--- src/rtl/pgc_pkg.sv ---
package pgc_pkg;
  typedef enum logic [2:0] {
    OP_IDLE,
    OP_STOP,
    OP_LOAD,
    OP_WRITE,
    OP_READ
  } op_e;
endpackage

--- src/rtl/pgc_addr_ctr.sv ---
module pgc_addr_ctr #(
  parameter int ADDR_W = 16,
  parameter int PAGE_W = 7
) (
  input  logic              clk,
  input  logic              rst_n,
  input  pgc_pkg::op_e      op,
  input  logic [ADDR_W-1:0] ld_addr,
  output logic [ADDR_W-1:0] cur_addr
);
  import pgc_pkg::*;

  logic [PAGE_W-1:0] low_next;

  assign low_next = cur_addr[PAGE_W-1:0] + 1'b1;

  always_ff @(posedge clk or negedge rst_n) begin
    if (!rst_n) begin
      cur_addr <= '0;
    end else begin
      unique case (op)
        OP_LOAD:  cur_addr <= ld_addr;
        OP_WRITE: cur_addr <= {cur_addr[ADDR_W-1:PAGE_W], low_next};
        OP_READ:  cur_addr <= cur_addr + 1'b1;
        default:  cur_addr <= cur_addr;
      endcase
    end
  end
endmodule

--- src/rtl/pgc_page_buf.sv ---
module pgc_page_buf #(
  parameter int DATA_W = 8,
  parameter int PAGE_W = 7
) (
  input  logic              clk,
  input  logic              rst_n,
  input  logic              wr_en,
  input  logic [PAGE_W-1:0] wr_off,
  input  logic [DATA_W-1:0] wr_data,
  input  logic              clear,
  input  logic [PAGE_W-1:0] rd_off,
  output logic [DATA_W-1:0] rd_data,
  output logic              rd_vld,
  output logic              any_vld
);
  localparam int PAGE_BYTES = 1 << PAGE_W;

  logic [PAGE_BYTES-1:0] vld_q;
  logic [DATA_W-1:0]     data_q [PAGE_BYTES];

  for (genvar g = 0; g < PAGE_BYTES; g++) begin : g_slot
    logic hit;
    assign hit = wr_en && (wr_off == PAGE_W'(g));

    always_ff @(posedge clk or negedge rst_n) begin
      if (!rst_n)      vld_q[g] <= 1'b0;
      else if (clear)  vld_q[g] <= 1'b0;
      else if (hit)    vld_q[g] <= 1'b1;
    end

    always_ff @(posedge clk) begin
      if (hit) data_q[g] <= wr_data;
    end
  end

  assign rd_data = data_q[rd_off];
  assign rd_vld  = vld_q[rd_off];
  assign any_vld = |vld_q;
endmodule

--- src/rtl/pgc_commit_seq.sv ---
module pgc_commit_seq #(
  parameter int ADDR_W = 16,
  parameter int PAGE_W = 7,
  parameter int WCYC   = 1000000
) (
  input  logic                     clk,
  input  logic                     rst_n,
  input  logic                     start,
  input  logic [ADDR_W-PAGE_W-1:0] page_in,
  output logic                     busy,
  output logic                     scan_act,
  output logic [PAGE_W-1:0]        scan_idx,
  output logic [ADDR_W-PAGE_W-1:0] page_q,
  output logic                     done
);
  localparam int TW = $clog2(WCYC + 1);
  localparam logic [TW-1:0] T_LOAD = TW'(WCYC - 1);
  localparam logic [PAGE_W-1:0] LAST = '1;

  logic [TW-1:0] timer_q;

  assign done = busy && (timer_q == '0) && !scan_act;

  always_ff @(posedge clk or negedge rst_n) begin
    if (!rst_n) begin
      busy     <= 1'b0;
      scan_act <= 1'b0;
      scan_idx <= '0;
      timer_q  <= '0;
      page_q   <= '0;
    end else if (start) begin
      busy     <= 1'b1;
      scan_act <= 1'b1;
      scan_idx <= '0;
      timer_q  <= T_LOAD;
      page_q   <= page_in;
    end else if (busy) begin
      if (scan_act) begin
        scan_idx <= scan_idx + 1'b1;
        if (scan_idx == LAST) scan_act <= 1'b0;
      end
      if (timer_q != '0)  timer_q <= timer_q - 1'b1;
      else if (!scan_act) busy    <= 1'b0;
    end
  end
endmodule

--- src/rtl/pgc_rd_stage.sv ---
module pgc_rd_stage #(
  parameter int DATA_W = 8
) (
  input  logic              clk,
  input  logic              rst_n,
  input  logic              issue,
  input  logic [DATA_W-1:0] arr_rdata,
  input  logic              rd_ready,
  output logic              rd_valid,
  output logic [DATA_W-1:0] rd_data,
  output logic              pend
);
  logic issued_q;

  assign pend = issued_q || rd_valid;

  always_ff @(posedge clk or negedge rst_n) begin
    if (!rst_n) begin
      issued_q <= 1'b0;
      rd_valid <= 1'b0;
      rd_data  <= '0;
    end else begin
      issued_q <= issue;
      if (issued_q) begin
        rd_valid <= 1'b1;
        rd_data  <= arr_rdata;
      end else if (rd_valid && rd_ready) begin
        rd_valid <= 1'b0;
      end
    end
  end
endmodule

--- src/rtl/page_write_backend.sv ---
module page_write_backend #(
  parameter int ADDR_W = 16,
  parameter int DATA_W = 8,
  parameter int PAGE_W = 7,
  parameter int WCYC   = 1000000
) (
  input  logic              clk,
  input  logic              rst_n,
  input  logic              wp,
  input  logic              ld_valid,
  input  logic [ADDR_W-1:0] ld_addr,
  input  logic              wr_valid,
  output logic              wr_ready,
  input  logic [DATA_W-1:0] wr_data,
  input  logic              stop,
  input  logic              rq_valid,
  output logic              rq_ready,
  output logic              rd_valid,
  input  logic              rd_ready,
  output logic [DATA_W-1:0] rd_data,
  output logic              busy,
  output logic              arr_we,
  output logic              arr_re,
  output logic [ADDR_W-1:0] arr_addr,
  output logic [DATA_W-1:0] arr_wdata,
  input  logic [DATA_W-1:0] arr_rdata
);
  import pgc_pkg::*;

  localparam int HI_W = ADDR_W - PAGE_W;

  op_e               op;
  logic [ADDR_W-1:0] cur_addr;
  logic              buffered;
  logic              rd_pend;
  logic              commit_go;
  logic              commit_done;
  logic              buf_clear;
  logic              scan_act;
  logic [PAGE_W-1:0] scan_idx;
  logic [HI_W-1:0]   commit_page;
  logic [DATA_W-1:0] slot_data;
  logic              slot_vld;

  always_comb begin
    op = OP_IDLE;
    if (busy)                                     op = OP_IDLE;
    else if (stop)                                op = OP_STOP;
    else if (ld_valid)                            op = OP_LOAD;
    else if (wr_valid && !rd_pend)                op = OP_WRITE;
    else if (rq_valid && !rd_pend && !buffered)   op = OP_READ;
  end

  assign wr_ready  = !busy && !stop && !ld_valid && !rd_pend;
  assign rq_ready  = !busy && !stop && !ld_valid && !wr_valid && !rd_pend && !buffered;
  assign commit_go = (op == OP_STOP) && buffered && !wp;
  assign buf_clear = ((op == OP_STOP) && !commit_go) || (op == OP_LOAD) || commit_done;

  pgc_addr_ctr #(.ADDR_W(ADDR_W), .PAGE_W(PAGE_W)) u_ctr (
    .clk      (clk),
    .rst_n    (rst_n),
    .op       (op),
    .ld_addr  (ld_addr),
    .cur_addr (cur_addr)
  );

  pgc_page_buf #(.DATA_W(DATA_W), .PAGE_W(PAGE_W)) u_buf (
    .clk     (clk),
    .rst_n   (rst_n),
    .wr_en   (op == OP_WRITE),
    .wr_off  (cur_addr[PAGE_W-1:0]),
    .wr_data (wr_data),
    .clear   (buf_clear),
    .rd_off  (scan_idx),
    .rd_data (slot_data),
    .rd_vld  (slot_vld),
    .any_vld (buffered)
  );

  pgc_commit_seq #(.ADDR_W(ADDR_W), .PAGE_W(PAGE_W), .WCYC(WCYC)) u_seq (
    .clk      (clk),
    .rst_n    (rst_n),
    .start    (commit_go),
    .page_in  (cur_addr[ADDR_W-1:PAGE_W]),
    .busy     (busy),
    .scan_act (scan_act),
    .scan_idx (scan_idx),
    .page_q   (commit_page),
    .done     (commit_done)
  );

  pgc_rd_stage #(.DATA_W(DATA_W)) u_rd (
    .clk       (clk),
    .rst_n     (rst_n),
    .issue     (op == OP_READ),
    .arr_rdata (arr_rdata),
    .rd_ready  (rd_ready),
    .rd_valid  (rd_valid),
    .rd_data   (rd_data),
    .pend      (rd_pend)
  );

  assign arr_we    = scan_act && slot_vld;
  assign arr_re    = (op == OP_READ);
  assign arr_addr  = scan_act ? {commit_page, scan_idx} : cur_addr;
  assign arr_wdata = slot_data;
endmodule

--- config.mk ---
export PLATFORM = sky130hd
export DESIGN_NAME = page_write_backend
export DESIGN_NICKNAME = d
export VERILOG_FILES = /design/src/rtl/pgc_pkg.sv /design/src/rtl/pgc_addr_ctr.sv /design/src/rtl/pgc_page_buf.sv /design/src/rtl/pgc_commit_seq.sv /design/src/rtl/pgc_rd_stage.sv /design/src/rtl/page_write_backend.sv
export SDC_FILE = /design/constraint.sdc
export NUM_CORES = 1
export LEC_CHECK = 0
export ABC_AREA = 1
export BUFFER_PORTS_ARGS = -buffer_cell sky130_fd_sc_hd__buf_2
export CAP_MARGIN = 20
export CORE_MARGIN = 2
export CORE_UTILIZATION = 30
export CTS_CLUSTER_DIAMETER = 100
export DETAILED_ROUTE_END_ITERATION = 8
export SLEW_MARGIN = 5
export SYNTH_ARGS = -nofsm -noshare
export SYNTH_HDL_FRONTEND = slang
export SYNTH_SLANG_ARGS = --single-unit
export TNS_END_PERCENT = 10
--- constraint.sdc ---
create_clock -name clk -period 2.7 [get_ports clk]
set_clock_uncertainty 0.05 [all_clocks]
set_input_delay 0.135 -clock clk [delete_from_list [all_inputs] [get_ports clk]]
set_output_delay 0.135 -clock clk [all_outputs]
set_load 0.01 [all_outputs]
==> results.sh, run 1 <==
export IMPL_power_leakage_nw=25.3
export IMPL_grt_pass1_vias=38000
export IMPL_synth_seq_cells=1216
export IMPL_area_delta_synth_final_pct=24.9
export IMPL_finalWorstSetupSlack_ns=-0.635
export IMPL_drive_gt1_frac=0.180
export IMPL_start_util=0.302
export IMPL_vias_per_cell=4.96
export IMPL_die_w_um=423
export IMPL_pwr_density_cell_nw_per_um2=595
export IMPL_fillCellCount=16900
export IMPL_reg2reg_slack_ns=0.17
export IMPL_min_delay_path_class="primary input to flip-flop"
export IMPL_clk_latency_ns=0.77
export IMPL_clockBufferDepth=3
export IMPL_setup_worst_path_start_class="flip-flop"
export IMPL_numCtsBuffers=132
export IMPL_crit_end="arr_wdata[2]"
export IMPL_fp_dieH_um=423
export IMPL_wire_per_inst_um=21.2
export IMPL_finalWirelength_um=168000
export IMPL_placed_cell_area_um2=58400
export IMPL_fmax_mhz=300
export IMPL_track_usage=0.181
export IMPL_ir_drop_mv=0.660
export IMPL_fin_crit_ns=3.34
export IMPL_arrival_ns=3.15
export IMPL_drt_first_pass_iters=5
export IMPL_cts_sinks=1216
export IMPL_required_ns=2.52
export IMPL_slew_headroom=0.383
export IMPL_h_tree_depth=4
export IMPL_whs_ns=0.0271
export IMPL_final_area_um2=65800
export IMPL_drv_slew=0
export IMPL_holdPathStages=7
export IMPL_drv_cap=0
export IMPL_final_cell_count_no_fill=7945
export IMPL_hold_violations=0
export IMPL_worstSetupPathType="flip-flop to primary output"
export IMPL_cts_tree="done"
export IMPL_grt_pass1_wl_um=246000
export IMPL_max_slew_worst_pin_slew_ns=0.924
export IMPL_synth_most_common_cell="nand2_1"
export IMPL_synth_top_area_frac=0.584
export IMPL_die_area_um2=179000
export IMPL_cp_startpoint="u_seq.scan_idx[0]$_DFFE_PN0P_"
export IMPL_root_buffer="clkbuf_16"
export IMPL_crit_path_max_fanout=6
export IMPL_pin_count=78
export IMPL_synth_edf_count=1024
export IMPL_netlist_instances=5111
export IMPL_r2r_cells=11
export IMPL_antenna_found_initial=5
export IMPL_critPathCaptureType="primary output"
export IMPL_route_detailed_drc=0
export IMPL_synth_area_um2=52700
export IMPL_synth_fp_nets=5157
export IMPL_post_route_period_util=1.24
export IMPL_layout_nets=5554
export IMPL_violations="negative setup slack"
export IMPL_dp_final_hpwl_um=97400
export IMPL_r2r_start="u_buf.vld_q[60]$_DFFE_PN0P_"
export IMPL_rsz0062_at_grt="true"
export IMPL_core_area_um2=174000
export IMPL_ant_nets=0
export IMPL_vias=39400
export IMPL_synthTopCellsByArea="edfxtp_1 (58%), nand2_1 (9.3%), dfrtp_1 (9.1%), nor2_1 (5.5%), nand3_1 (4.9%)"
export IMPL_yosys_area_top_type="edfxtp_1"
export IMPL_status="complete, but fails checks"
export IMPL_path_clk_slew_ns=0.06
export IMPL_port_buffers=77
export IMPL_yosys_warnings=0
export IMPL_setup_violations=11
export IMPL_syn_avg_cell_area_um2=10.3
export IMPL_gp_congestion=0.866
export IMPL_grt_max_degree=129
export IMPL_async_flop_share=0.158
export IMPL_dp_cells=7584
export IMPL_placementRows=153
export IMPL_hold_start="wr_valid"
export IMPL_grt_overflow_total=0
export IMPL_ys_seq_area_frac=0.675
export IMPL_synth_cell_types=38
export IMPL_synthFlopType="edfxtp_1"
export IMPL_drt_iter0_markers=4442
export IMPL_ys_top_cells_by_count="nand2_1 (1302), edfxtp_1 (1024), nor2_1 (769)"
export IMPL_r2r_end="u_seq.timer_q[3]$_DFFE_PN0P_"
export IMPL_power_mw=39.2
## cell type report
type,count,area [um^2],share of cell area
Antenna cell,1,2.50,0.0000380
Clock buffer,181,3650,0.0555
Clock inverter,64,662,0.0101
Inverter,304,1180,0.0179
Multi-Input combinational cell,3293,15500,0.236
Sequential cell,1216,35600,0.540
Tap cell,2325,2910,0.0442
Timing Repair Buffer,556,6230,0.0947
Timing Repair inverter,5,91.3,0.00139
## cell families (layout without fill, tap and decap cells)
family          Yosys count  in the layout  synth area share
fa+ha+maj                 6              6           0.00142
simple gates           2720           2720             0.214
compound gates          546            546            0.0572
flops                  1216           1216             0.675
xor+xnor                 21             21           0.00349
other cells               0              1                 0
buf+inv                 602           1110            0.0491
## repair_timing
| item | in CTS | in global routing |
|---|---|---|
| cloned | 23 | 22 |
| setup endpoints to repair | 12 | 21 |
| resized for setup | 153 | 229 |
| hold buffers | 40 | 0 |
| buffers inserted | 23 | 18 |
| pin swaps | 31 | 110 |
| hold endpoints to repair | 696 | 0 |
## metrics by stage
stage	TNS [ns]	utilization	worst slack, ns
after floorplan	0	-	0.540
after global placement	-0.827	0.335	-0.291
after detailed placement	-0.754	0.335	-0.295
after CTS	-6.66	0.370	-0.733
after global routing	-7.19	0.378	-0.728
final	-5.71	0.378	-0.635
## registers in the layout (all words and copies together) (netlist names), 7 cells and up
name and count:
u_buf.data_q 1024, u_buf.vld_q 128, u_seq.timer_q 20, u_ctr.cur_addr 16
u_seq.page_q 9, u_rd.rd_data 8, u_seq.scan_idx 7
## critical path: stages, from the launching register on
cell       delay (ns)
dfrtp_4          0.49
buf_12           0.19
clkinv_16        0.11
buf_12           0.16
clkbuf_16        0.15
nand2_1          0.06
nand3_1          0.06
nand3_1          0.18
nand3_1          0.14
nand3_1          0.16
nand2_2          0.10
nand2_2          0.13
nand3_4          0.13
nand2_4          0.12
inv_1            0.04
buf_2            0.13
## cell usage in the layout (no fill, tap or decap), types with 21 or more instances in the layout
cell type / n
or2_2: 57
dlygate4sd3_1: 39
dfrtp_1: 188
buf_4: 292
nor2_1: 717
buf_12: 76
buf_2: 62
buf_16: 24
nor2_4: 31
o21ai_1: 61
nand3_1: 442
o21ai_0: 259
clkbuf_1: 37
edfxtp_1: 1024
a21oi_1: 87
inv_1: 289
a21boi_0: 21
nor2_2: 37
clkinv_1: 27
nand2_1: 1255
nand3_2: 68
buf_6: 27
clkbuf_16: 155
a21oi_2: 23
o211ai_1: 82
nand2_2: 47
## power by group
| part | total (mW) | switching [mW] | internal, mW |
|---|---|---|---|
| clock network | 18.2 | 7.58 | 10.6 |
| registers | 20.4 | 0.0135 | 20.4 |
| logic | 0.630 | 0.493 | 0.138 |
| total | 39.2 | 8.09 | 31.1 |
## worst min-delay path by stage
stage | slack [ns] | endpoint
final | 0.03 | u_ctr.cur_addr[4]$_DFFE_PN0P_
after global routing | 0.06 | u_rd.rd_data[2]$_DFFE_PN0P_
after CTS | 0.006 | u_rd.rd_valid$_DFFE_PN0P_
after detailed placement | 0.12 | u_buf.vld_q[83]$_DFFE_PN0P_
after global placement | 0.12 | u_buf.vld_q[83]$_DFFE_PN0P_
after floorplan | -0.21 | u_buf.vld_q[0]$_DFFE_PN0P_
## per-layer routing
metal | part of all wire | global-route usage | vias up
met3 | 0.073 | 0.0278 | 298
met1 | 0.41 | 0.241 | 19400
li1 | - | - | 18000
met5 | 0 | 0 | -
met2 | 0.47 | 0.294 | 1753
met4 | 0.039 | 0.0766 | 0
Power figures use the tool's default switching activity.
==> inputs of run 2 (changes only) <==
--- a/config.mk
+++ b/config.mk
@@ -12,6 +12,7 @@
 export CORE_UTILIZATION = 30
 export CTS_CLUSTER_DIAMETER = 100
 export DETAILED_ROUTE_END_ITERATION = 8
+export RECOVER_POWER = 25
 export SLEW_MARGIN = 5
 export SYNTH_ARGS = -nofsm -noshare
 export SYNTH_HDL_FRONTEND = slang
==> run 2 against run 1 <==
Net effect: the flow finishes with violations (max-capacitance violations, max-slew violations, negative setup slack); largest cell class unchanged; fmax about the same; critical endpoint unchanged; sequential power barely moved; routed wire length about the same.
==> results.sh, run 2 (same netlist as run 1, synthesis figures left out) <==
export IMPL_crit_path_max_fanout=6
export IMPL_critPathMaxStageDelay_ns=0.48
export IMPL_slew_headroom=-0.435
export IMPL_cts_tree="done"
export IMPL_pwr_density_cell_nw_per_um2=596
export IMPL_crit_chain="buf_12 -> clkinv_16 -> buf_12 -> clkbuf_16 -> nand2_1 -> nand3_1 -> nand3_1 -> nand3_1 -> nand3_1 -> nand2_2 -> nand2_2 -> nand3_4 -> nand2_4 -> inv_1 -> buf_2"
export IMPL_max_slew_worst_pin_slew_ns=2.15
export IMPL_power_internal_mw=31.1
export IMPL_pre_cts_slack_ns=-0.295
export IMPL_worstSetupPathType="flip-flop to primary output"
export IMPL_drt_iter0_markers=4455
export IMPL_setup_worst_path_start_class="flip-flop"
export IMPL_wire_per_inst_um=21.2
export IMPL_switchingPower_mw=8.08
export IMPL_rsz0062_at_grt="true"
export IMPL_vias_per_cell=4.97
export IMPL_final_area_um2=65600
export IMPL_fillCellCount=16900
export IMPL_min_delay_path_class="primary input to flip-flop"
export IMPL_root_buffer="clkbuf_16"
export IMPL_antenna_found_initial=6
export IMPL_cp_common_cell="nand3_1"
export IMPL_clockBufferDepth=3
export IMPL_track_usage=0.181
export IMPL_ir_drop_mv=0.658
export IMPL_finalWorstSetupSlack_ns=-0.636
export IMPL_placed_cell_area_um2=58400
export IMPL_top_register="u_buf.data_q"
export IMPL_required_ns=2.52
export IMPL_fin_crit_ns=3.34
export IMPL_grt_max_degree=129
export IMPL_hold_violations=0
export IMPL_seqPwrFrac=0.521
export IMPL_fmax_mhz=300
export IMPL_area_delta_synth_final_pct=24.6
export IMPL_drv_slew=441
export IMPL_ant_nets=0
export IMPL_critPathSlowestCell="dfrtp_4"
export IMPL_layout_nets=5554
export IMPL_arrival_ns=3.15
export IMPL_ff_latch_area_um2=35600
export IMPL_port_buffers=77
export IMPL_die_w_um=423
export IMPL_path_clk_slew_ns=0.06
export IMPL_largest_reg_flops=1024
export IMPL_cts_sinks=1216
export IMPL_final_cell_count_no_fill=7945
export IMPL_grt_pass1_vias=38000
export IMPL_power_mw=39.1
export IMPL_pwr_share_clk=0.464
export IMPL_grt_pass1_wl_um=246000
export IMPL_h_tree_depth=4
export IMPL_setup_tns_ns=-5.73
export IMPL_layout_common_cells="nand2_1 (1255), edfxtp_1 (1024), nor2_1 (717)"
export IMPL_whs_ns=0.0341
export IMPL_gp_congestion=0.866
export IMPL_grt_overflow_total=0
export IMPL_die_area_um2=179000
export IMPL_post_route_period_util=1.24
export IMPL_status="complete, but fails checks"
export IMPL_setup_violations=11
export IMPL_drive_gt1_frac=0.179
export IMPL_drv_cap=6
export IMPL_finalWirelength_um=169000
export IMPL_core_area_um2=174000
export IMPL_numCtsBuffers=132
export IMPL_reg_top3="u_buf.data_q: 1024 flops, u_buf.vld_q: 128 flops, u_seq.timer_q: 20 flops"
export IMPL_violations="max-capacitance violations, max-slew violations, negative setup slack"
export IMPL_critPathCaptureType="primary output"
export IMPL_pin_count=78
export IMPL_route_detailed_drc=0
export IMPL_placementRows=153
export IMPL_fin_util=0.377
export IMPL_drt_first_pass_iters=5
export IMPL_p_sw_frac=0.206
export IMPL_final_common_cell="nand2_1"
export IMPL_power_leakage_nw=25.3
export IMPL_multi_input_area_um2=15500
export IMPL_dp_cells=7584
export IMPL_dp_final_hpwl_um=97400
export IMPL_fp_dieH_um=423
export IMPL_clk_latency_ns=0.77
export IMPL_start_util=0.302
export IMPL_vias=39500
export IMPL_power_frac_comb=0.015
==> run 2: timing repair <==
action | CTS | global route
cloned | 23 | 22
hold endpoints to repair | 696 | 0
pin swaps | 31 | 110
gates resized for setup | 153 | 229
hold buffers | 40 | 0
setup endpoints to repair | 12 | 21
setup buffers | 23 | 18
==> run 2: power by group through the flow <==
stage               Combinational, mW  Clock, mW  Sequential [mW]
global route                    0.644       19.1             20.4
floorplan                      0.0758          0             20.8
finish                          0.598       18.2             20.4
detailed placement              0.582          0             20.8
CTS                             0.636       18.4             20.4
global placement                0.571          0             20.8
==> run 2: worst paths after layout <==
path / startpoint / to / slack [ns] / cells past startpoint
max in group asynchronous: rst_n / u_seq.scan_idx[1]$_DFFE_PN0P_ / 0.40 / 4
worst max-delay path: u_seq.scan_idx[0]$_DFFE_PN0P_ / arr_wdata[2] / -0.64 / 15
worst min register to register: u_rd.rd_data[5]$_DFFE_PN0P_ / u_rd.rd_data[5]$_DFFE_PN0P_ / 0.42 / 2
min in group asynchronous: rst_n / u_buf.vld_q[117]$_DFFE_PN0P_ / 1.17 / 4
worst max register to register: u_buf.vld_q[45]$_DFFE_PN0P_ / u_seq.timer_q[14]$_DFFE_PN0P_ / 0.17 / 11
worst min-delay path: wr_valid / u_ctr.cur_addr[4]$_DFFE_PN0P_ / 0.03 / 7
==> run 2: critical path, delay by kind of cell, from the launching register on <==
family / cells / cell delay (ns)
buffers and inverters: 6 / 0.78
DFF: 1 / 0.48
and+or+nand+nor: 9 / 1.08
==> run 2: cell type report <==
cell class,instances,area share
inverters,304,0.0179
repair buffers,556,0.0924
clock inverters,64,0.0101
diodes,1,0.0000381
repair inverters,5,0.00139
well taps,2325,0.0443
flip-flops and latches,1216,0.542
multi-input cells,3293,0.236
clock buffers,181,0.0556
==> run 2: routing by layer <==
| layer | vias to the layer above | track usage | wire length (um) |
|---|---|---|---|
| met5 | - | 0 | 0 |
| met4 | 0 | 0.0766 | 6510 |
| met3 | 298 | 0.0278 | 12800 |
| met2 | 1746 | 0.294 | 80200 |
| met1 | 19400 | 0.241 | 69100 |
| li1 | 18000 | - | - |
